===== src/rtl/adc_host_pkg.sv =====
package adc_host_pkg;

    localparam int WORD_BITS = 16;
    localparam int DATA_BITS = 12;
    localparam int CTRL_BITS = 8;

    typedef enum logic [1:0] {
        ST_IDLE = 2'd0,
        ST_RUN  = 2'd1,
        ST_TAIL = 2'd2
    } host_state_e;

    // Control byte: only bit 3 (channel) may be set; bit 4 must stay 0.
    function automatic logic [CTRL_BITS-1:0] make_ctrl(input logic ch);
        return {2'b00, 1'b0, 1'b0, ch, 3'b000};
    endfunction

endpackage


===== src/rtl/adc_host_divider.sv =====
module adc_host_divider #(
    parameter int DIV_HALF = 16
) (
    input  logic clk,
    input  logic rst_n,
    input  logic run,
    output logic tick
);
    localparam int CW = (DIV_HALF > 1) ? $clog2(DIV_HALF) : 1;
    localparam logic [CW-1:0] LAST = CW'(DIV_HALF - 1);

    logic [CW-1:0] cnt_d, cnt_q;

    assign tick = run && (cnt_q == LAST);

    always_comb begin
        cnt_d = cnt_q;
        if (!run || tick) begin
            cnt_d = '0;
        end else begin
            cnt_d = cnt_q + 1'b1;
        end
    end

    always_ff @(posedge clk or negedge rst_n) begin
        if (!rst_n) begin
            cnt_q <= '0;
        end else begin
            cnt_q <= cnt_d;
        end
    end

endmodule


===== src/rtl/adc_host_capture.sv =====
module adc_host_capture
    import adc_host_pkg::*;
(
    input  logic                 clk,
    input  logic                 rst_n,
    input  logic                 sample,
    input  logic                 last,
    input  logic                 dout,
    output logic                 valid,
    output logic [DATA_BITS-1:0] data
);
    typedef struct packed {
        logic [WORD_BITS-1:0] sh;
        logic                 valid;
        logic [DATA_BITS-1:0] data;
    } cap_t;

    cap_t d, q;
    logic [WORD_BITS-1:0] sh_next;

    always_comb begin
        d       = q;
        d.valid = 1'b0;
        sh_next = {q.sh[WORD_BITS-2:0], dout};
        if (sample) begin
            d.sh = sh_next;
            if (last) begin
                d.valid = 1'b1;
                d.data  = sh_next[DATA_BITS-1:0];
            end
        end
    end

    always_ff @(posedge clk or negedge rst_n) begin
        if (!rst_n) begin
            q <= '0;
        end else begin
            q <= d;
        end
    end

    assign valid = q.valid;
    assign data  = q.data;

endmodule


===== src/rtl/adc_host_ctrl.sv =====
module adc_host_ctrl
    import adc_host_pkg::*;
#(
    parameter int DIV_HALF  = 16,
    parameter int MAX_BURST = 8,
    localparam int IDX_W    = (MAX_BURST > 1) ? $clog2(MAX_BURST) : 1
) (
    input  logic                 clk,
    input  logic                 rst_n,
    input  logic                 start,
    input  logic [IDX_W-1:0]     burst_cnt,
    input  logic [MAX_BURST-1:0] chan_seq,
    output logic                 busy,
    output logic                 done,
    output logic                 res_valid,
    output logic [DATA_BITS-1:0] res_data,
    output logic                 res_chan,
    output logic                 cs_n,
    output logic                 sclk,
    output logic                 din,
    input  logic                 dout
);
    localparam int PH_W  = $clog2(2 * WORD_BITS);
    localparam int BIT_W = PH_W - 1;

    typedef struct packed {
        host_state_e          st;
        logic [PH_W-1:0]      phase;
        logic [IDX_W-1:0]     idx;
        logic [IDX_W-1:0]     last_idx;
        logic [MAX_BURST-1:0] seq;
        logic                 sclk;
        logic                 cs_n;
        logic                 din;
        logic                 prev_addr;
        logic                 tag;
        logic                 done;
    } regs_t;

    regs_t d, q;

    logic                 tick;
    logic                 cur_ch;
    logic [BIT_W-1:0]     bit_no;
    logic [CTRL_BITS-1:0] ctl_sh;
    logic                 word_end;
    logic                 cap_sample;

    adc_host_divider #(.DIV_HALF(DIV_HALF)) i_div (
        .clk  (clk),
        .rst_n(rst_n),
        .run  (q.st != ST_IDLE),
        .tick (tick)
    );

    assign cur_ch     = q.seq[q.idx];
    assign bit_no     = q.phase[PH_W-1:1];
    assign ctl_sh     = make_ctrl(cur_ch) << bit_no;
    assign word_end   = (q.phase == '1);
    assign cap_sample = tick && (q.st == ST_RUN) && !q.sclk;

    always_comb begin
        d      = q;
        d.done = 1'b0;
        case (q.st)
            ST_IDLE: begin
                if (start) begin
                    d.st       = ST_RUN;
                    d.cs_n     = 1'b0;
                    d.phase    = '0;
                    d.idx      = '0;
                    d.last_idx = burst_cnt;
                    d.seq      = chan_seq;
                    d.din      = 1'b0;
                end
            end
            ST_RUN: begin
                if (tick) begin
                    d.phase = q.phase + 1'b1;
                    if (q.sclk) begin
                        d.sclk = 1'b0;
                        d.din  = ctl_sh[CTRL_BITS-1];
                    end else begin
                        d.sclk = 1'b1;
                        if (word_end) begin
                            d.tag       = q.prev_addr;
                            d.prev_addr = cur_ch;
                            if (q.idx == q.last_idx) begin
                                d.st = ST_TAIL;
                            end else begin
                                d.idx = q.idx + 1'b1;
                            end
                        end
                    end
                end
            end
            ST_TAIL: begin
                if (tick) begin
                    d.cs_n = 1'b1;
                    d.done = 1'b1;
                    d.st   = ST_IDLE;
                end
            end
            default: d.st = ST_IDLE;
        endcase
    end

    always_ff @(posedge clk or negedge rst_n) begin
        if (!rst_n) begin
            q      <= '0;
            q.st   <= ST_IDLE;
            q.sclk <= 1'b1;
            q.cs_n <= 1'b1;
        end else begin
            q <= d;
        end
    end

    adc_host_capture i_cap (
        .clk   (clk),
        .rst_n (rst_n),
        .sample(cap_sample),
        .last  (word_end),
        .dout  (dout),
        .valid (res_valid),
        .data  (res_data)
    );

    assign busy     = (q.st != ST_IDLE);
    assign done     = q.done;
    assign res_chan = q.tag;
    assign cs_n     = q.cs_n;
    assign sclk     = q.sclk;
    assign din      = q.din;

endmodule


===== config.mk =====
export PLATFORM = sky130hd
export DESIGN_NAME = adc_host_ctrl
export DESIGN_NICKNAME = d
export VERILOG_FILES = /design/src/rtl/adc_host_pkg.sv /design/src/rtl/adc_host_divider.sv /design/src/rtl/adc_host_capture.sv /design/src/rtl/adc_host_ctrl.sv
export SDC_FILE = /design/constraint.sdc
export NUM_CORES = 1
export LEC_CHECK = 0
export CELL_PAD_IN_SITES_DETAIL_PLACEMENT = 1
export CELL_PAD_IN_SITES_GLOBAL_PLACEMENT = 2
export CORE_MARGIN = 4
export CORE_UTILIZATION = 36
export CTS_CLUSTER_DIAMETER = 40
export CTS_CLUSTER_SIZE = 24
export DETAILED_ROUTE_END_ITERATION = 8
export GPL_ROUTABILITY_DRIVEN = 0
export PLACE_DENSITY = 0.84
export SYNTH_ARGS = -nofsm -noshare
export SYNTH_HDL_FRONTEND = slang
export SYNTH_SLANG_ARGS = --single-unit

===== constraint.sdc =====
create_clock -name clk -period 2.4 [get_ports clk]
set_input_delay 0.48 -clock clk [delete_from_list [all_inputs] [get_ports clk]]
set_output_delay 0.48 -clock clk [all_outputs]
set_load 0.02 [all_outputs]

==> metrics <==
status finished clean; final setup margin 0.2311 ns; Final Setup Violations 0; synthesized net count 221; Ys Warns 0; GR Overflow Total 0; Crit Reg-Reg Startpoint bit_no[0]; Design Area, Final 2877 um^2; Std-Cell Core Area 6459 um^2; Initial Util 37.58%; CP Capture Type primary output; CP Class flop to primary output; Area contributors post-synth dfrtp_1, mux2_2, nand2_1; FF+latch count, synth 55; PortBufs 33; worst path required time 1.92 ns; Routed WL 4512 um; WP buf/inv 2; hpwl dp 3427 um; Filler cells 700; family with the most delay on the worst path buffers and inverters; Tcrit/Tclk final 90.37%; Tightest Pin Transition 0.6026 ns; initial antenna violation count 0; 1st-iter DRT viols 41; flop-to-flop setup slack 0.40 ns; Synth cell types 38; Netlist Area Pre-Place 2427 um^2; DR vias 1504; slowest CP cell clkdlybuf4s50_1; Hold Violations, Final 0; Max Cap Violations 0; hold_ws 0.1788 ns; routed vias/inst 4.915; Die Width 90.12 um; CP max FO 8; TNS Setup 0 ns; Synth Flop Type dfrtp_1; final core occ 44.54%; diode count 0; Top Ports 34; max-slew violation count 0; Async SR Flop Fraction 100.0%; cts bufs inserted 5; Lkg Pwr 1.361 nW; Pwr per Cell Area 777.3 nW/um^2; final net count 247; Setup Buffers After CTS 0; TritonCTS clock tree built; worst IR drop on VDD 0.0003104 V; min-delay worst type input port to async pin; pre-CTS setup slack 0.3836 ns; Rel. slew slack 59.83%; Die Footprint 8121 um^2; first drt pass iteration count 3; CTS root buffer clkbuf_8; Layout Skew 0.008585 ns; Worst Path Arrival 1.69 ns; Clk Latency, worst-skew pair 0.30 ns; H-tree depth 2; power share of the clock group 26.8%; Rows 29; ANT nets after route 0; Synth Area per Inst 12.02 um^2; fmax 0.4611 GHz; Post-Syn Instances 202; crit path launch type flop; power share of the sequential group 54.6%; largest net degree at the start of global routing 31; register area share after synthesis 56.80%; clock period minus worst slack 2.169 ns; die height 90.12 um; R2R cell count 7; GRT Total Usage 11.77%; layout cell share with drive strength beyond 1 20.52%; buffers from clock root to sink, at most 2; post-CTS sizing 0; hold_buf cts 0; internal power 1.613 mW; Post-DP Area 2766 um^2; RR Endpoint i_cap.data[7]; Worst path max stage delay 0.61 ns; first-pass GRT wire length 7935 um; Logic pwr share 18.6%; CTS sink count 55; RSZ-0062 raised after global routing no; drc violations 0; Synth top area share 54.64%; crit-path cells nor2_1 -> inv_1 -> clkdlybuf4s50_1; area leader, netlist dfrtp_1; synth-to-layout area growth 18.51%; WL per Instance 14.75 um; vias in the first global route 1635; Sw Pwr 0.6224 mW; Post-synth EDFFs 0; clock slew at reported path FFs 0.10 ns; Sw Ratio 27.84%
-- per-stage QoR --
| stage | power [mW] | std cells |
|---|---|---|
| detailed placement | 1.668 | 298 |
| CTS | 2.272 | 306 |
| global route | 2.392 | 306 |
| global placement | 1.643 | 298 |
| floorplan | 1.494 | 202 |
| finish | 2.236 | 306 |
-- cells by family (layout without fill, tap and decap cells) --
logic type / count (synthesis) / after routing / share of synthesized area, %
AND/OR/NAND/NOR: 75 / 75 / 15.36
flip-flops: 55 / 55 / 56.80
multiplexers: 29 / 29 / 14.28
buffers and inverters: 18 / 45 / 5.000
AO/OA/AOI/OAI: 14 / 14 / 3.970
XOR/XNOR: 7 / 7 / 2.526
adder cells (fa/ha/maj): 4 / 4 / 2.062
-- area by class of cell --
cell class / instances / area (um^2) / share of cell area [%]
sequential: 55 / 1379 / 47.93
clock buffer: 6 / 72.57 / 2.523
clock inverter: 2 / 37.54 / 1.305
tap: 77 / 96.34 / 3.349
timing repair buffer: 36 / 360.3 / 12.53
inverter: 1 / 3.754 / 0.1305
multi-input combinational: 129 / 927.1 / 32.23
-- worst max-delay path by stage --
stage | startpoint | endpoint | slack (ns) | depth (start not counted)
3_5_place_dp | bit_no[0] | i_cap.data[3] | 0.38 | 7
4_1_cts | q[25] | busy | 0.21 | 3
2_1_floorplan | q[20] | i_cap.data[10] | 0.48 | 7
6_report | q[25] | busy | 0.23 | 3
5_1_grt | q[25] | busy | 0.14 | 3
3_3_place_gp | q[20] | i_cap.data[0] | 0.48 | 7
-- Yosys cell counts (all sizes together), types with 2 or more instances --
library cell  instances
a21oi                 3
a22o                  3
and2                  2
and3                  4
buf                  14
clkbuf                3
dfrtp                53
dfstp                 2
ha                    4
mux2                 25
mux2i                 2
mux4                  2
nand2                42
nand3                 7
nor2                  9
nor3                  3
o21ai                 2
xnor2                 5
xor2                  2
-- power groups by stage --
stage	Combinational [mW]	Sequential, mW	Clock, mW
after floorplan	0.276	1.22	0
final	0.417	1.22	0.599
after global placement	0.407	1.24	0
after CTS	0.426	1.22	0.622
after detailed placement	0.426	1.24	0
after global routing	0.482	1.25	0.662
-- sequential cells by signal, summed over array words and instances (netlist names) --
| name | flops |
|---|---|
| bit_no | 4 |
| i_cap.data | 12 |
| sclk | 1 |
| res_chan | 1 |
| i_cap.valid | 1 |
| din | 1 |
| i_div.cnt_q | 4 |
| q | 18 |
| i_cap.q | 11 |
| cs_n | 1 |
| done | 1 |
-- layer usage --
metal  up-vias  global-route usage [%]  wire length (um)
met5         -                       0                 0
met3         6                   2.504               139
met4         0                   3.444                72
met2        24                   20.10              2206
li1        732                       -                 -
met1       742                   15.03              2094
-- cell usage in the layout, fill, tap and decap left out, drive strengths merged --
| cell type | Yosys | final |
|---|---|---|
| mux2 | 25 | 25 |
| clkbuf | 3 | 6 |
| ha | 4 | 4 |
| nor2 | 9 | 9 |
| nand4 | 1 | 1 |
| o21bai | 1 | 1 |
| nor3 | 3 | 3 |
| or4b | 1 | 1 |
| o41ai | 1 | 1 |
| and2 | 2 | 2 |
| clkdlybuf4s50 | 0 | 32 |
| nand3 | 7 | 7 |
| nor2b | 1 | 1 |
| dfstp | 2 | 2 |
| a31oi | 1 | 1 |
| buf | 14 | 4 |
| a22o | 3 | 3 |
| nand2b | 1 | 1 |
| mux2i | 2 | 2 |
| dfrtp | 53 | 53 |
| xor2 | 2 | 2 |
| mux4 | 2 | 2 |
| o21ai | 2 | 2 |
| a21o | 1 | 1 |
| nand3b | 1 | 1 |
| inv | 1 | 1 |
| or2 | 1 | 1 |
| nor3b | 1 | 1 |
| and3 | 4 | 4 |
| a21oi | 3 | 3 |
| a31o | 1 | 1 |
| o22ai | 1 | 1 |
| xnor2 | 5 | 5 |
| nand2 | 42 | 42 |
| and2b | 1 | 1 |
| clkinvlp | 0 | 1 |
| bufinv | 0 | 1 |
No activity file was read; power rests on OpenSTA's default activity.
